**src/rtl/lui_pkg.sv**
```systemverilog
package lui_pkg;
  parameter int REG_W = 5;
  localparam int NUM_SRC = 2;
  typedef logic [REG_W-1:0] reg_idx_t;
  typedef struct packed {
    logic     mem_rd;
    reg_idx_t dst;
  } ex_fields_t;
  localparam ex_fields_t EX_NOP = '{mem_rd: 1'b0, dst: '0};
endpackage

```
**src/rtl/lui_src_match.sv**
```systemverilog
module lui_src_match #(
  parameter int REG_W = 5
) (
  input  logic             ld_active,
  input  logic [REG_W-1:0] ld_dst,
  input  logic [REG_W-1:0] src,
  output logic             hit
);
  logic dst_nonzero;
  assign dst_nonzero = |ld_dst;
  assign hit = ld_active && dst_nonzero && (ld_dst == src);
endmodule

```
**src/rtl/lui_ex_shadow.sv**
```systemverilog
module lui_ex_shadow
  import lui_pkg::*;
(
  input  logic       clk,
  input  logic       rst_n,
  input  logic       insert_nop,
  input  ex_fields_t from_id,
  output ex_fields_t in_ex
);
  always_ff @(posedge clk) begin
    if (!rst_n)          in_ex <= EX_NOP;
    else if (insert_nop) in_ex <= EX_NOP;
    else                 in_ex <= from_id;
  end
endmodule

```
**src/rtl/load_use_interlock.sv**
```systemverilog
module load_use_interlock
  import lui_pkg::*;
(
  input  logic             clk,
  input  logic             rst_n,
  input  logic             id_mem_rd,
  input  logic [REG_W-1:0] id_dst,
  input  logic [REG_W-1:0] id_src_a,
  input  logic [REG_W-1:0] id_src_b,
  output logic             pc_wr_en,
  output logic             fd_wr_en,
  output logic             dx_bubble,
  output logic             ex_mem_rd,
  output logic [REG_W-1:0] ex_dst
);
  ex_fields_t       id_f, ex_f;
  reg_idx_t         srcs [NUM_SRC];
  logic [NUM_SRC-1:0] hits;
  logic             stall;

  assign id_f.mem_rd = id_mem_rd;
  assign id_f.dst    = id_dst;
  assign srcs[0]     = id_src_a;
  assign srcs[1]     = id_src_b;

  for (genvar s = 0; s < NUM_SRC; s++) begin : g_src
    lui_src_match #(.REG_W(REG_W)) u_match (
      .ld_active (ex_f.mem_rd),
      .ld_dst    (ex_f.dst),
      .src       (srcs[s]),
      .hit       (hits[s])
    );
  end

  assign stall = rst_n && (|hits);

  lui_ex_shadow u_shadow (
    .clk        (clk),
    .rst_n      (rst_n),
    .insert_nop (stall),
    .from_id    (id_f),
    .in_ex      (ex_f)
  );

  assign pc_wr_en  = !stall;
  assign fd_wr_en  = !stall;
  assign dx_bubble = stall;
  assign ex_mem_rd = ex_f.mem_rd;
  assign ex_dst    = ex_f.dst;
endmodule

```
**config.mk**
```make
export PLATFORM = sky130hd
export DESIGN_NAME = load_use_interlock
export DESIGN_NICKNAME = d
export VERILOG_FILES = /design/src/rtl/lui_pkg.sv /design/src/rtl/lui_src_match.sv /design/src/rtl/lui_ex_shadow.sv /design/src/rtl/load_use_interlock.sv
export SDC_FILE = /design/constraint.sdc
export NUM_CORES = 1
export LEC_CHECK = 0
export CAP_MARGIN = 20
export CORE_AREA = 2 2 39 41
export DETAILED_ROUTE_END_ITERATION = 8
export DIE_AREA = 0 0 41 43
export PLACE_DENSITY = 0.63
export SYNTH_ARGS = -nofsm -noshare
export SYNTH_HDL_FRONTEND = slang
export SYNTH_SLANG_ARGS = --single-unit
```
**constraint.sdc**
```tcl
create_clock -name clk -period 4.6 [get_ports clk]
set_input_delay 1.38 -clock clk [delete_from_list [all_inputs] [get_ports clk]]
set_output_delay 1.38 -clock clk [all_outputs]
set_load 0.03 [all_outputs]
```
Yosys cells after proc, flatten, opt, wreduce, memory -nomap -nowiden
Index checks and enable logic that the tools add are counted.
{"block": "op_classes", "eq_ne": 2, "bitwise_logic": 1, "reduce_logical": 8}
{"cell": "$eq A5 B5 Y1", "count": 2}
{"cell": "$reduce_or A5 Y1", "count": 1}
{"cell": "$logic_and A1 B1 Y1", "count": 4}
{"cell": "$reduce_or A2 Y1", "count": 2}
{"cell": "$logic_not A1 Y1", "count": 1}
{"cell": "$not A1 Y1", "count": 1}
{"block": "totals", "regBits": 6, "output_inout_bits": 9}

Longest topological paths before layout
{"block": "logic_depth", "ltp_word": 6, "ltp_mapped": 5, "depth_no_buf": 4}

Modules after synthesis
From an unflattened synthesis, not the netlist that was laid out.
{"block": "hier_totals", "hier_cells": 35, "area_unflattened_um2": 345.3}
{"mod": "lui_ex_shadow", "instances": 1, "cells_each": 12, "area_per_inst_um2": 172.7}
{"mod": "lui_src_match", "instances": 2, "cells_each": 10, "area_per_inst_um2": 76.3}
{"mod": "load_use_interlock", "instances": 1, "cells_each": 3, "area_per_inst_um2": 20.0}

Worst setup path before layout
No wires, ideal clock.
{"block": "synth_timing", "path_type": "input to output", "start": "input port id_src_a[4]", "end": "output port pc_wr_en", "t_arrival_ns": 2.623, "required_ns": 3.220, "path_slack_ns": 0.597, "stages": 5, "path_buffers": 1, "path_cell_list": "xnor2_1 > nand3_1 > o22ai_1 > nand3_1 > buf_4"}
{"block": "synth_between", "elab_chain_len": 5}
{"element": "start, declared", "line": "load_use_interlock.sv:8", "rtl": "input logic [REG_W-1:0] id_src_a,"}
{"element": "$eq A5 B5 Y1", "line": "lui_src_match.sv:11", "rtl": "assign hit = ld_active && dst_nonzero && (ld_dst == src);"}
{"element": "$logic_and A1 B1 Y1", "line": "lui_src_match.sv:11"}
{"element": "$reduce_or A2 Y1", "line": "load_use_interlock.sv:35", "rtl": "assign stall = rst_n && (|hits);"}
{"element": "$logic_and A1 B1 Y1", "line": "load_use_interlock.sv:35"}
{"element": "$logic_not A1 Y1"}
{"element": "end, declared", "line": "load_use_interlock.sv:10", "rtl": "output logic pc_wr_en,"}
Every way passes these cells.

Worst setup path after layout
{"block": "layout_timing", "start": "input port id_src_a[2]", "end": "output port fd_wr_en"}
{"block": "layout_between", "elab_chain_len": 5}
{"element": "$eq A5 B5 Y1", "line": "lui_src_match.sv:11"}
{"element": "$logic_and A1 B1 Y1", "line": "lui_src_match.sv:11"}
{"element": "$reduce_or A2 Y1", "line": "load_use_interlock.sv:35"}
{"element": "$logic_and A1 B1 Y1", "line": "load_use_interlock.sv:35"}
{"element": "$logic_not A1 Y1", "line": "load_use_interlock.sv:46", "rtl": "assign fd_wr_en = !stall;"}
{"element": "end, declared", "line": "load_use_interlock.sv:11", "rtl": "output logic fd_wr_en,"}
Every way passes these cells.

==> impl_results.md <==
- Skew-Pair Late Insertion Delay: 230 ps
- Tot GR Track Use: ~11%
- Post-layout min period: between 4000 and 5000 ps
- Avg Cell Area, Syn: 8.44 sq um
- Power density cells: 240 mW/mm^2
- Slew @ Worst Pin: between 300 and 400 ps
- Vias in the first global route: 352
- Clock sinks: 6
- Peak supply drop: 107 uV
- CTS Buffer Depth: 2
- Hold crit path type: reg -> reg
- Final Routed Wirelength: slightly below 800 um
- Worst path slowest cell: clkdlybuf4s50_1
- CTS root buf: clkbuf_4
- Syn nets: 57
- Yosys reg bits: 6
- Final Hold Fails: 0
- Hold path depth: 2
- Status: complete, no violations
- Initial Util: 23.8%
- Placed Instances: 80
- Die H: 43 um
- RSZ-0062 raised after global routing: false
- I/O pin count: 27
- Fin util: about 45%
- Biggest regs: u_shadow.in_ex (6)
- Final GP Congestion: 0.609
- Crit path max fanout: 2
- Antenna violations before repair: 0
- Grt ovf: 0
- CP bufs+invs: 2
- R2R Path End: u_shadow.in_ex[3]
- Wire per inst: roughly 9.5 um
- Cts hold-fix bufs: 0
- Setup crit end kind: primary output
- CP arrival: approximately 3000 ps
- Final Instance Area: between 600 and 700 sq um
- Vias per cell: around 4.2
- Largest net degree at the start of global routing: 9
- CORE AREA: about 0.0014 sq mm
- Drt initial violations: 0
- Delay-heaviest family, CP: buffers and inverters
- Fin crit share: a little over nine tenths
- Max FFs per register: 6
- Net count, final: 87
- CP Launch Type: primary input
- Num CTS Buffers: 3
- YS warnings: 0
- Total leakage power: 0.236 nW
- Post-CTS setup buffer count: 0
- Synthesized area: 329 sq um
- CP Data Required Time: 3220 ps
- # H-tree levels: 1
- Diode count: 0
- Critical Path Max Stage Delay: 620 ps
- Worst setup path startpoint: id_src_a[2]
- Setup tns final: 0 ps
- Hold path endpoint: u_shadow.in_ex[5]
- DIE WIDTH: just over 40 um
- FF-to-FF setup slack: between 3000 and 4000 ps
- Final setup fails: 0
- CTS tree: yes
- Power, Total: 150 uW
- Rows: 14
- Max Clock Skew: approximately 1.1 ps
- Max-slew headroom: about 80%
- Fraction of layout cells with a size suffix above 1: around 9%
- Hold Crit Start: u_shadow.in_ex[5]
- Placed cell areas: just over 600 sq um
- Post-Syn Instances: 39
- Post-route insts no fill: 83
- Largest Register: u_shadow.in_ex
- Number of gates resized after cts: 0
- Die area: ~0.0018 sq mm
- Critical R2R Launch: u_shadow.in_ex[0]
- First-pass GRT wire length: between 1000 and 1500 um
- Max cap viols: 0
- # DRC: 0
- Worst-path clk slew: about 40 ps
- WS Path Type: in -> out
- Final Max Tran Viols: 0
- Area growth syn-to-layout: 90.1%
- FF-to-FF path depth: 3
- Sequential area share after synthesis: around 37%
- Post-route ant nets: 0
- Netlist cell types: 11
- Vias: ~350
- Worst path cell trace: clkdlybuf4s50_1, xnor2_1, nand3_1, o22ai_1, nand3_1, clkdlybuf4s50_1
- Fmax: ~230 MHz
- PortBufs: 26
- Pre-Repair DR Iteration Count: 1
==> logic make-up after synthesis <==
family | share of synthesized area [%]
AOI/OAI and AO/OA | 15.6
xor gates and xnor gates | 26.6
DFF | 36.5
and+or+nand+nor | 17.9
buffers and inverters | 3.42
==> final cells by class <==
cell class	instances	area, sq um
clock buffer	3	22.5
tap	16	20.0
multi-input combinational	31	198
sequential	6	120
timing repair buffer	27	265
fill	147	758
==> worst max-delay path by stage <==
stage | to | slack, ps | cells after the start
floorplan | pc_wr_en | 600 | 5
CTS | fd_wr_en | 170 | 6
detailed placement | fd_wr_en | 180 | 6
global route | fd_wr_en | 110 | 6
global placement | pc_wr_en | 190 | 6
finish | fd_wr_en | 190 | 6
==> Yosys cell counts <==
| master | count | area [sq um] |
|---|---|---|
| xnor2_1 | 10 | 87.6 |
| dfxtp_1 | 6 | 120 |
| o22ai_1 | 1 | 6.26 |
| and3_1 | 1 | 6.26 |
| or4_1 | 1 | 7.51 |
| buf_4 | 1 | 7.51 |
| o21a_4 | 1 | 15.0 |
| nand2_1 | 8 | 30.0 |
| a21oi_1 | 6 | 30.0 |
| buf_1 | 1 | 3.75 |
| nand3_1 | 3 | 15.0 |
==> report_power, final <==
group	internal [mW]	switching (mW)
Sequential	0.0553	0.00387
Combinational	0.0278	0.0177
Clock	0.0293	0.0164
Total	0.112	0.0380
==> cell usage in the layout, fill, tap and decap left out <==
cell type and count:
o22ai_1 1, xnor2_1 10, o21a_4 1, or4_1 1
nand3_1 3, dfxtp_1 6, clkdlybuf4s50_1 25, clkbuf_4 3
buf_4 2, and3_1 1, nand2_1 8, a21oi_1 6
==> routing by layer <==
metal	track usage, %	vias up	routed length (um)
li1	-	189	-
met1	13.3	151	284
met2	17.8	12	455
met3	3.66	0	46
met4	4.00	0	0
met5	0	-	0
==> per-stage QoR <==
stage | setup slack (ps) | hold WS, ps
after global routing | 114 | 632
after detailed placement | 182 | 591
after CTS | 166 | 604
final | 190 | 605
after global placement | 191 | 591
after floorplan | 597 | 714
==> worst min-delay path, stage by stage, from the launching register on <==
cell and delay [ps]:
dfxtp_1 320, o21a_4 140, a21oi_1 110
Note: power is estimated with default switching activity, not from simulation.
